$ cat config.mk
export PLATFORM = sky130hd
export DESIGN_NAME = cpv_unit
export DESIGN_NICKNAME = d
export VERILOG_FILES = /design/src/rtl/cpv_pkg.sv /design/src/rtl/cpv_pulse_cnt.sv /design/src/rtl/cpv_key_store.sv /design/src/rtl/cpv_verify.sv /design/src/rtl/cpv_unit.sv
export SDC_FILE = /design/constraint.sdc
export NUM_CORES = 1
export LEC_CHECK = 0
export ABC_AREA = 1
export BUFFER_PORTS_ARGS = -buffer_cell sky130_fd_sc_hd__buf_2
export CAP_MARGIN = 20
export CORE_ASPECT_RATIO = 0.8
export CORE_MARGIN = 3
export CORE_UTILIZATION = 51
export CTS_CLUSTER_DIAMETER = 200
export CTS_CLUSTER_SIZE = 20
export DETAILED_ROUTE_END_ITERATION = 10
export PLACE_DENSITY = 0.67
export SLEW_MARGIN = 20
export SYNTH_ARGS = -nofsm -noshare
export SYNTH_HDL_FRONTEND = slang
export SYNTH_SLANG_ARGS = --single-unit
export TNS_END_PERCENT = 30
$ cat constraint.sdc
create_clock -name clk -period 4.88 [get_ports clk]
set_input_delay 0.976 -clock clk [delete_from_list [all_inputs] [get_ports clk]]
set_output_delay 0.976 -clock clk [all_outputs]
set_load 0.01 [all_outputs]
$ cat src/rtl/cpv_pkg.sv
package cpv_pkg;
  localparam logic [2:0] MD_CODE = 3'd0;
  localparam logic [2:0] MD_KEY  = 3'd1;
  localparam logic [2:0] MD_LK1  = 3'd2;
  localparam logic [2:0] MD_LK2  = 3'd3;
  localparam logic [2:0] MD_LK3  = 3'd4;
  localparam logic [2:0] MD_SIG  = 3'd5;

  // identification byte for a signature address
  function automatic logic [7:0] sig_lookup(input logic [7:0] a, input logic [7:0] dev);
    case (a)
      8'h30:   sig_lookup = 8'h89;
      8'h31:   sig_lookup = 8'h58;
      8'h60:   sig_lookup = dev;
      default: sig_lookup = 8'hFF;
    endcase
  endfunction
endpackage

$ cat src/rtl/cpv_pulse_cnt.sv
module cpv_pulse_cnt #(
  parameter int ADDR_W      = 12,
  parameter int CODE_PULSES = 5,
  parameter int KEY_PULSES  = 25
) (
  input  logic              clk,
  input  logic              rst_n,
  input  logic [ADDR_W-1:0] addr,
  input  logic [2:0]        mode,
  input  logic              prog_en,
  input  logic              prog_strobe,
  input  logic              refused,
  output logic              hit,
  output logic              prog_err
);
  import cpv_pkg::*;
  localparam int MAXP  = (CODE_PULSES > KEY_PULSES) ? CODE_PULSES : KEY_PULSES;
  localparam int CNT_W = $clog2(MAXP + 1);

  logic              strb_q;
  logic [ADDR_W-1:0] addr_q;
  logic [2:0]        mode_q;
  logic [CNT_W-1:0]  cnt_q, cnt_d, target;
  logic              fall, clr, step;

  always_comb begin
    target   = (mode == MD_CODE) ? CNT_W'(CODE_PULSES) : CNT_W'(KEY_PULSES);
    fall     = strb_q & ~prog_strobe & prog_en;
    clr      = ~prog_en | (addr != addr_q) | (mode != mode_q);
    step     = fall & ~refused & ~clr & (cnt_q < target);
    hit      = step & (cnt_q == target - 1'b1);
    prog_err = fall & refused;
    cnt_d    = cnt_q;
    if (clr)       cnt_d = '0;
    else if (step) cnt_d = cnt_q + 1'b1;
  end

  always_ff @(posedge clk or negedge rst_n) begin
    if (!rst_n) begin
      strb_q <= 1'b1;
      addr_q <= '0;
      mode_q <= MD_CODE;
      cnt_q  <= '0;
    end else begin
      strb_q <= prog_strobe;
      addr_q <= addr;
      mode_q <= mode;
      cnt_q  <= cnt_d;
    end
  end
endmodule

$ cat src/rtl/cpv_key_store.sv
module cpv_key_store #(
  parameter int KEY_DEPTH = 64,
  parameter int KEY_AW    = $clog2(KEY_DEPTH)
) (
  input  logic              clk,
  input  logic              rst_n,
  input  logic              erase,
  input  logic              key_we,
  input  logic [KEY_AW-1:0] key_idx,
  input  logic [7:0]        key_wdata,
  input  logic [2:0]        lock_we,
  output logic [7:0]        key_byte,
  output logic [2:0]        lock_n
);
  logic [KEY_DEPTH-1:0][7:0] key_q, key_d;
  logic [2:0]                lock_q, lock_d;

  always_comb begin
    key_d  = key_q;
    lock_d = lock_q;
    if (erase) begin
      key_d  = '1;
      lock_d = '1;
    end else begin
      if (key_we) key_d[key_idx] = key_q[key_idx] & key_wdata;
      lock_d = lock_q & ~lock_we;
    end
  end

  always_ff @(posedge clk or negedge rst_n) begin
    if (!rst_n) begin
      key_q  <= '1;
      lock_q <= '1;
    end else begin
      key_q  <= key_d;
      lock_q <= lock_d;
    end
  end

  assign key_byte = key_q[key_idx];
  assign lock_n   = lock_q;
endmodule

$ cat src/rtl/cpv_verify.sv
module cpv_verify #(
  parameter logic [7:0] SIG_DEV = 8'h51
) (
  input  logic       clk,
  input  logic       rst_n,
  input  logic       req,
  input  logic [2:0] mode,
  input  logic [7:0] addr_lo,
  input  logic [7:0] code_in,
  input  logic [7:0] key_byte,
  input  logic       verify_off,
  output logic [7:0] out_q,
  output logic       valid_q,
  output logic       ver_err
);
  import cpv_pkg::*;
  logic [7:0] out_d;

  always_comb begin
    ver_err = 1'b0;
    out_d   = out_q;
    if (req) begin
      if (mode == MD_SIG) begin
        out_d = sig_lookup(addr_lo, SIG_DEV);
      end else if (mode == MD_CODE && !verify_off) begin
        out_d = ~(code_in ^ key_byte);
      end else begin
        out_d   = 8'hFF;
        ver_err = 1'b1;
      end
    end
  end

  always_ff @(posedge clk or negedge rst_n) begin
    if (!rst_n) begin
      out_q   <= 8'hFF;
      valid_q <= 1'b0;
    end else begin
      out_q   <= out_d;
      valid_q <= req;
    end
  end
endmodule

$ cat src/rtl/cpv_unit.sv
module cpv_unit #(
  parameter int         ADDR_W      = 12,
  parameter int         KEY_DEPTH   = 64,
  parameter int         CODE_PULSES = 5,
  parameter int         KEY_PULSES  = 25,
  parameter logic [7:0] SIG_DEV     = 8'h51
) (
  input  logic              clk,
  input  logic              rst_n,
  input  logic [ADDR_W-1:0] addr,
  input  logic [2:0]        mode_sel,
  input  logic [7:0]        code_in,
  input  logic [7:0]        prog_data,
  input  logic              prog_en,
  input  logic              prog_strobe,
  input  logic              verify_req,
  input  logic              erase,
  output logic [7:0]        verify_out,
  output logic              verify_valid,
  output logic              err,
  output logic              code_wr,
  output logic              int_fetch_ok,
  output logic              ext_exec_ok,
  output logic              ea_latch_en
);
  import cpv_pkg::*;
  localparam int KEY_AW = $clog2(KEY_DEPTH);

  logic [2:0] lock_n, lock_we;
  logic [7:0] key_byte;
  logic       hit, prog_err, ver_err, refused, key_we;
  logic       lock1_on, verify_off, exec_off;
  logic       err_q, wr_q;

  always_comb begin
    lock1_on   = ~lock_n[0];
    verify_off = ~lock_n[0] & ~lock_n[1];
    exec_off   = ~(|lock_n);
    refused    = (lock1_on & (mode_sel == MD_CODE || mode_sel == MD_KEY))
               | (mode_sel >= MD_SIG);
    key_we     = hit & (mode_sel == MD_KEY);
    lock_we    = {3{hit}} & {mode_sel == MD_LK3, mode_sel == MD_LK2, mode_sel == MD_LK1};
  end

  cpv_pulse_cnt #(.ADDR_W(ADDR_W), .CODE_PULSES(CODE_PULSES), .KEY_PULSES(KEY_PULSES)) u_cnt (
    .clk(clk), .rst_n(rst_n), .addr(addr), .mode(mode_sel), .prog_en(prog_en),
    .prog_strobe(prog_strobe), .refused(refused), .hit(hit), .prog_err(prog_err)
  );

  cpv_key_store #(.KEY_DEPTH(KEY_DEPTH), .KEY_AW(KEY_AW)) u_store (
    .clk(clk), .rst_n(rst_n), .erase(erase), .key_we(key_we),
    .key_idx(addr[KEY_AW-1:0]), .key_wdata(prog_data), .lock_we(lock_we),
    .key_byte(key_byte), .lock_n(lock_n)
  );

  cpv_verify #(.SIG_DEV(SIG_DEV)) u_ver (
    .clk(clk), .rst_n(rst_n), .req(verify_req), .mode(mode_sel), .addr_lo(addr[7:0]),
    .code_in(code_in), .key_byte(key_byte), .verify_off(verify_off),
    .out_q(verify_out), .valid_q(verify_valid), .ver_err(ver_err)
  );

  always_ff @(posedge clk or negedge rst_n) begin
    if (!rst_n) begin
      err_q <= 1'b0;
      wr_q  <= 1'b0;
    end else begin
      err_q <= prog_err | ver_err;
      wr_q  <= hit & (mode_sel == MD_CODE);
    end
  end

  assign err          = err_q;
  assign code_wr      = wr_q;
  assign int_fetch_ok = ~lock1_on;
  assign ea_latch_en  = lock1_on;
  assign ext_exec_ok  = ~exec_off;
endmodule

**Word-level counts from Yosys, hierarchy flattened**

Cells that the tools add are included.

- Flip-flop bits (word level): 547
- Output and inout bits: 14

- $add $sub $neg: 2
- Order comparisons: 4
- Equal/unequal tests: 11
- Muxes and demuxes: 17
- Bitwise logic cells: 27
- Reduce and logical (&&, ||, !) cells: 8

Operator list:

| operator | count |
|---|---|
| $mux W512 | 2 |
| $bwmux W512 | 1 |
| $bmux W8 S6 | 1 |
| $demux W8 S6 | 1 |
| $mux W8 | 4 |
| $pmux W8 S3 | 1 |
| $eq A8 B6 Y1 const B | 2 |
| $mux W5 | 3 |
| $ne A12 B12 Y1 | 1 |
| $and A1 B1 Y1 | 11 |
| $and A8 B8 Y8 | 1 |
| $eq A8 B7 Y1 const B | 1 |
| $not A8 Y8 | 1 |
| $xor A8 B8 Y8 | 1 |
| $lt A6 B7 Y1 const B | 1 |
| $and A3 B3 Y3 | 2 |
| $eq A3 B2 Y1 const B | 2 |
| $eq A3 B3 Y1 const B | 2 |
| $ge A6 B1 Y1 const B | 1 |
| $not A1 Y1 | 6 |
| $add A5 B1 Y5 const B | 1 |
| $eq A5 B5 Y1 | 1 |
| $lt A5 B5 Y1 | 1 |
| $sub A5 B1 Y5 const B | 1 |
| 13 further kinds | 20 |

**Depth between registers and ports, before layout**

Gate-level depths: netlist (run 1).

- Depth after elaboration: 13
- Depth in mapped cells: 19

**Cells and area by module**

A second synthesis (run 1) with hierarchy kept.

- Cells, all modules: 4289
- Area, all modules: 30991.0 um2

Modules (own cells, without submodules):

| module | instances | cells each | area an instance (um2) | sequential area each (um2) |
|---|---|---|---|---|
| cpv_key_store | 1 | 4013 | 29077.9 | 13531.7 |
| cpv_pulse_cnt | 1 | 153 | 1137.3 | 526.8 |
| cpv_verify | 1 | 100 | 634.4 | 235.2 |
| cpv_unit | 1 | 23 | 141.4 | 50.0 |

**Worst setup path after synthesis (run 1)**

No wires, ideal clock.

- Path kind: input -> register
- Start point: input addr[0]
- End point: register u_store.key_q[100] (netlist bit)
- Arrival time: 2.610 ns
- Setup slack: 2.208 ns
- Stages: 17
- Path buffers: 6
- Cell sequence: buf_4 -> inv_4 -> buf_6 -> buf_6 -> buf_2 -> nor2_1 -> o211ai_1 -> nand3_1 -> nand2_1 -> nand2_1 -> nand2_1 -> inv_1 -> nand2_1 -> buf_2 -> buf_4 -> nand3_1 -> nand2_1

- Cells in the longest elaborated chain, start to end: 9
- Elaborated cells between the ends (all ways): 20
- Those cells by class: 2 x order compare; 1 x eq/ne; 7 x mux; 8 x bitwise; 2 x reduce/logical

Ends and longest elaborated chain:

| item | RTL line | RTL |
|---|---|---|
| start, declared | cpv_unit.sv:10 | `input logic [ADDR_W-1:0] addr,` |
| parallel branches: the longest is 9 deep, another holds $lt A6 B7 Y1 | n/a |  |
| end signal, assigned | cpv_key_store.sv:35 | `key_q <= key_d;` |
| end, declared | cpv_key_store.sv:15 | `logic [KEY_DEPTH-1:0][7:0] key_q, key_d;` |

Parallel ways; which one is timed is not known. The select of a mux whose other input is x is not followed.
A chain may end at the register's enable or synchronous reset.

**Worst setup path after layout (run 1)**

- Start point: input addr[1]
- End point: register u_store.key_q[461] (netlist bit)

Same word-level chain as after synthesis.

==> results.md, run 1 <==
* Final worst path period share at 68.89%
* Global-route wire length before repair at 154.6 mm
* Power share of the combinational group at 14.1%
* Fillers at 5527
* Post-Route Utilization at 55.02%
* Tmin final at 3.362 ns
* Syn Inst Count at 3980
* Crit. End Element: flip-flop
* WS Path Type: in2reg
* Outcome: finished clean
* CP arrival at 3.93 ns
* Avg Cell Area, Syn at 7.487 um2
* Clock Path Buffers at 3
* Initial Util at 52.02%
* Commonest cells in the netlist: 1506 x nand2_1, 591 x nand3_1, 524 x dfstp_2
* TNS Setup at 0 ns
* Top-count cell post-synth: nand2_1
* Final Hold Viols at 0
* Sequential-to-total area share from yosys stat at 48.14%
* Die span in y at 222.2 um
* Hpwl dp at 60.94 mm
* # DRC at 0
* First drt pass iteration count at 7
* CTS Hold Bufs at 0
* Ys async rst share at 100.0%
* Die X at 276.3 um
* Clk sinks at 547
* WP data required at 5.45 ns
* Nets at 3919
* Setup violators final at 0
* Placer Congestion at 0.9150
* Actual slew at the worst max-slew pin at 1.084 ns
* Skew final at 0.02766 ns
* Area share of the largest cell type after synthesis at 46.20%
* Overall power at 8499 uW
* Iteration-0 DRC count of the detailed router at 3398
* Post-synth EDFFs at 0
* Yosys warns at 0
* Post-placement cell area at 0.03071 mm2
* M2 GR Usage at 45.02%
* Max-slew headroom at 27.73%
* Remaining global-route overflow at 0
* Num CTS Buffers at 31
* Clock power frac at 31.9%
* Distinct cells, synth at 30
* Num rows at 78
* Worst-Skew Late Latency at 0.63 ns
* Mapped Area at 0.02980 mm2
* IO Pins at 51
* Max-cap violation count at 0
* Clk root buf: clkbuf_16
* Switching share of power at 29.87%
* Worst VDD drop at 266.3 uV
* Seq. cell area at 0.01434 mm2
* Top FF cell, synth: dfstp_2
* Vias at 27400
* Share of layout cells above drive strength 1 at 21.17%
* Hold Crit Class: in2reg
* Cell type with the largest total area after synthesis: dfstp_2
* Routed WL at 98.81 mm
* Critical path fanouts, max at 43
* Core Box Area at 0.05729 mm2
* Sequential fraction of design power at 53.9%
* Startpoint types: input pin
* Global-route usage over all layers at 31.49%
* Register bit total from synthesis at 547
* Largest net degree at the start of global routing at 122
* Internal at 5961 uW
* Slew Limit Fails at 0
* P_sw at 2538 uW
* Busiest layer in global routing: met1
* PD cells at 269.6 mW/mm2
* Routing usage on met3 at 6.797%
* CTS tree: yes
* Fmax achieved at 297.5 MHz
* Die area at 0.06138 mm2
* Post-DRT Antenna Nets at 0
* Multi-input logic area at 0.01323 mm2
* Area Growth Syn to Fin at 5.782%
* Number of diodes at 0
* H-tree depth at 1
* Unrepaired setup endpoints after global routing: no
* Clk pin slew, worst setup/hold paths at 0.09 ns
* Mapped Nets at 4020
* Leakage power at 0.01463 uW
* Grt met1 use at 47.44%
* Initial antenna violation count at 0
* Cts repair resizes at 0
* Vias/cell at 5.903
* Main area contributors after synthesis: dfstp_2 46%, nand2_1 19%, nand3_1 9.9%
* Vias in the first global route at 25740
* Fin Hold WS at 0.4557 ns
* Port Buf Inserts at 50
* Setup bufs post-CTS at 0
* Wire length per cell at 21.29 um
* Final instance area at 0.03152 mm2
[layout make-up]
cell class,count,share of cell area (%)
Inverter,280,3.362
Clock buffer,35,2.509
Clock inverter,1,0.05160
Timing Repair Buffer,119,3.592
Sequential cell,547,45.50
Multi-Input combinational cell,2900,41.96
Tap cell,760,3.017
[cell families (layout without fill, tap and decap cells)]
logic type,Yosys count,in the layout,synth area share [%]
AOI/OAI and AO/OA,506,506,8.708
xor gates and xnor gates,2,2,0.05879
adders and majority gates,3,3,0.1260
buffers and inverters,533,435,7.659
DFF,547,547,48.14
and+or+nand+nor,2389,2389,35.31
[sequential cells by signal, summed over array words and instances (netlist names)]
name and flops:
u_store.lock_n 3, u_cnt.cnt_q 5, code_wr 1, u_cnt.strb_q 1
u_ver.out_q 8, u_cnt.addr_q 12, u_cnt.mode_q 3, err 1
u_ver.valid_q 1, u_store.key_q 512
[critical path: stages]
cell	delay [ns]
buf_2	0.14
clkinv_2	0.28
buf_12	0.33
nand2_1	0.32
nor2_1	0.33
inv_1	0.40
nor2_1	0.24
nand4_2	0.32
inv_2	0.31
nand3_1	0.10
nand2_1	0.12
[metrics by stage]
step                cells  worst slack, ns
global route         4642            1.347
finish               4642            1.518
floorplan            3980            2.208
global placement     4606           0.9617
CTS                  4642            1.593
detailed placement   4606           0.9540
[cells in the final DEF, fill, tap and decap left out, types with 2 or more instances in the layout]
cell	count
nand4_2	48
nand3_1	591
nand4_1	15
nand4_4	16
a21oi_1	390
buf_4	42
nor2_2	2
dfstp_2	524
o21ai_0	88
nand2_1	1502
nand2_4	4
inv_1	211
inv_2	65
nor4_1	2
nor2_4	8
buf_12	27
nand3b_1	4
xor2_1	2
a211oi_1	5
clkbuf_1	4
nor2_1	187
dfrtp_1	23
buf_2	47
nor3_1	9
o211ai_1	17
buf_8	2
clkbuf_16	31
o22ai_1	6
ha_1	3
[path summary, 6_finish.rpt]
check / slack [ns] / cells past startpoint / to / from
worst max-delay path: 1.52 / 11 / u_store.key_q[461] / addr[1]
worst min-delay path: 0.46 / 1 / u_cnt.strb_q / prog_strobe
worst max register to register: 1.99 / 11 / u_store.key_q[54] / u_store.lock_n[0]
worst min register to register: 0.47 / 2 / u_store.lock_n[2] / u_store.lock_n[2]
max in group asynchronous: 3.37 / 2 / u_store.key_q[53] / rst_n
min in group asynchronous: 0.79 / 1 / u_store.key_q[385] / rst_n
[layer usage]
metal  up-vias  wire length, um  share of wire, %
li1      12620                -                 -
met1     13260            43530                44
met2      1355            41490                42
met3       174            10340                10
met4         0             3455               3.5
met5         -                0                 0
[power groups by stage]
stage          combinational (uW)  clock [uW]  sequential, uW
2_1_floorplan                 614           0            4660
3_3_place_gp                 1170           0            4650
3_5_place_dp                 1160           0            4650
4_1_cts                      1170        2750            4580
5_1_grt                      1270        2890            4590
6_report                     1200        2710            4590
No activity file was read; power rests on OpenSTA's default activity.
==> run 2: changes to the inputs <==
- clock period: 4.88 -> 3.1 ns (I/O delays scaled with it)
==> results.md, run 2 (synthesis results as in run 1) <==
* Outcome: finished clean
* Setup violators final at 0
* Clock Path Buffers at 3
* Hold Crit Class: in2reg
* Final Hold Viols at 0
* Crit-path most repeated cell: nand2_1
* Fmax achieved at 393.7 MHz
* Slowest stage delay, CP at 0.55 ns
* Num rows at 78
* Vias in the first global route at 26630
* Iteration-0 DRC count of the detailed router at 2968
* Routed WL at 98.71 mm
* Commonest non-fill, non-tap cell in the layout: nand2_1
* Startpoint types: flip-flop
* Core Box Area at 0.05729 mm2
* Biggest regs: u_store.key_q x512, u_cnt.addr_q x12, u_ver.out_q x8
* Num CTS Buffers at 31
* Worst VDD drop at 461.3 uV
* Largest net degree at the start of global routing at 133
* CP arrival at 3.11 ns
* Cts repair resizes at 0
* Global-route usage over all layers at 31.81%
* Final worst slack at 0.5597 ns
* CTS tree: yes
* Slew Limit Fails at 0
* IO Pins at 51
* CTS Hold Bufs at 0
* Vias at 27760
* Initial Util at 52.02%
* Setup bufs post-CTS at 0
* Max-slew headroom at 43.11%
* Clk sinks at 547
* Clk pin slew, worst setup/hold paths at 0.08 ns
* Skew final at 0.02455 ns
* WS Path Type: reg2reg
* Nets at 4075
* Placer Congestion at 0.9241
* First drt pass iteration count at 9
* Port Buf Inserts at 50
* Critical path fanouts, max at 38
* Max reg flops at 512
* WP data required at 3.67 ns
* Number of diodes at 0
* Tmin final at 2.540 ns
* Dpl ws at 0.1324 ns
* Crit-path cells: inv_1, nand2_1, a21oi_1, nor3_1, nand2_1, nor2_4, buf_12, buf_12, nand4_2, inv_2, nand3_1, nand2_1
* Worst-Skew Late Latency at 0.65 ns
* Max-cap violation count at 0
* Area Growth Syn to Fin at 11.49%
* Largest register by flop count: u_store.key_q
* Clk root buf: clkbuf_16
* Leakage power at 0.01554 uW
* Global-route wire length before repair at 155.4 mm
* Post-DRT Antenna Nets at 0
* Vias/cell at 5.786
* Wire length per cell at 20.57 um
* Unrepaired setup endpoints after global routing: no
* H-tree depth at 1
* CP max-delay cell: dfstp_2
* Die area at 0.06138 mm2
* # DRC at 0
* Remaining global-route overflow at 0
* TNS Setup at 0 ns
* Hpwl dp at 65.29 mm
* Die X at 276.3 um
* Final worst path period share at 81.95%
* PD cells at 408.2 mW/mm2
* Actual slew at the worst max-slew pin at 0.8534 ns
* Fillers at 5379
* Crit. End Element: flip-flop
* Die span in y at 222.2 um
* Initial antenna violation count at 0
* Share of layout cells above drive strength 1 at 24.24%
* Most frequent cells in the layout: 1502 x nand2_1, 591 x nand3_1, 524 x dfstp_2
-- run 2: cell types whose count changed in the layout (fill, tap and decap cells not counted), sizes merged --
cell / change
inv: +1
buf: +156
clkbuf: -1
-- run 2: layout make-up --
| type | count | area, um2 | share of cell area, % |
|---|---|---|---|
| repair buffers | 275 | 2829 | 8.515 |
| well taps | 760 | 950.9 | 2.862 |
| multi-input cells | 2900 | 13230 | 39.81 |
| inverters | 280 | 1060 | 3.190 |
| clock inverters | 2 | 25.02 | 0.07532 |
| clock buffers | 34 | 787.0 | 2.369 |
| flip-flops and latches | 547 | 14340 | 43.17 |
-- run 2: worst paths after layout --
check / from / end / slack [ns] / cells after the start
max in group asynchronous: rst_n / u_store.key_q[230] / 2.14 / 2
worst min-delay path: prog_strobe / u_cnt.strb_q / 0.09 / 1
worst min register to register: u_store.lock_n[2] / u_store.lock_n[2] / 0.47 / 2
worst max-delay path: u_store.lock_n[0] / u_store.key_q[262] / 0.56 / 12
worst max register to register: u_store.lock_n[0] / u_store.key_q[262] / 0.56 / 12
min in group asynchronous: rst_n / u_store.key_q[432] / 0.37 / 1
-- run 2: worst max-delay path, delay by kind of cell, from the launching register on --
kind | cells | cell delay (ns)
and+or+nand+nor | 7 | 0.95
buffers and inverters | 4 | 0.79
DFF | 1 | 0.55
AOI/OAI and AO/OA | 1 | 0.08
-- run 2: per-layer routing --
metal	global-route usage (%)	up-vias	routed length, um
met3	5.851	197	9410
met4	10.59	0	3388
li1	-	12940	-
met2	47.46	1306	42560
met1	46.74	13320	43340
met5	0	-	0
-- run 2: where the power goes --
part	internal, uW	switching (uW)
combinational	552	1520
clock	1800	2470
sequential	7200	18.3
total	9550	4010
-- run 2: per-stage QoR --
step | power [uW] | util, % | hold WS, ns | cell area, um2 | instances
finish | 13560 | 57.99 | 0.09165 | 33220 | 4798
global route | 14030 | 57.99 | 0.07794 | 33220 | 4798
CTS | 13600 | 57.99 | 0.07090 | 33220 | 4798
detailed placement | 9355 | 56.58 | 0.4583 | 32410 | 4762
global placement | 9356 | 56.58 | 0.4621 | 32410 | 4762
floorplan | 8295 | - | 0.3244 | 29800 | 3980
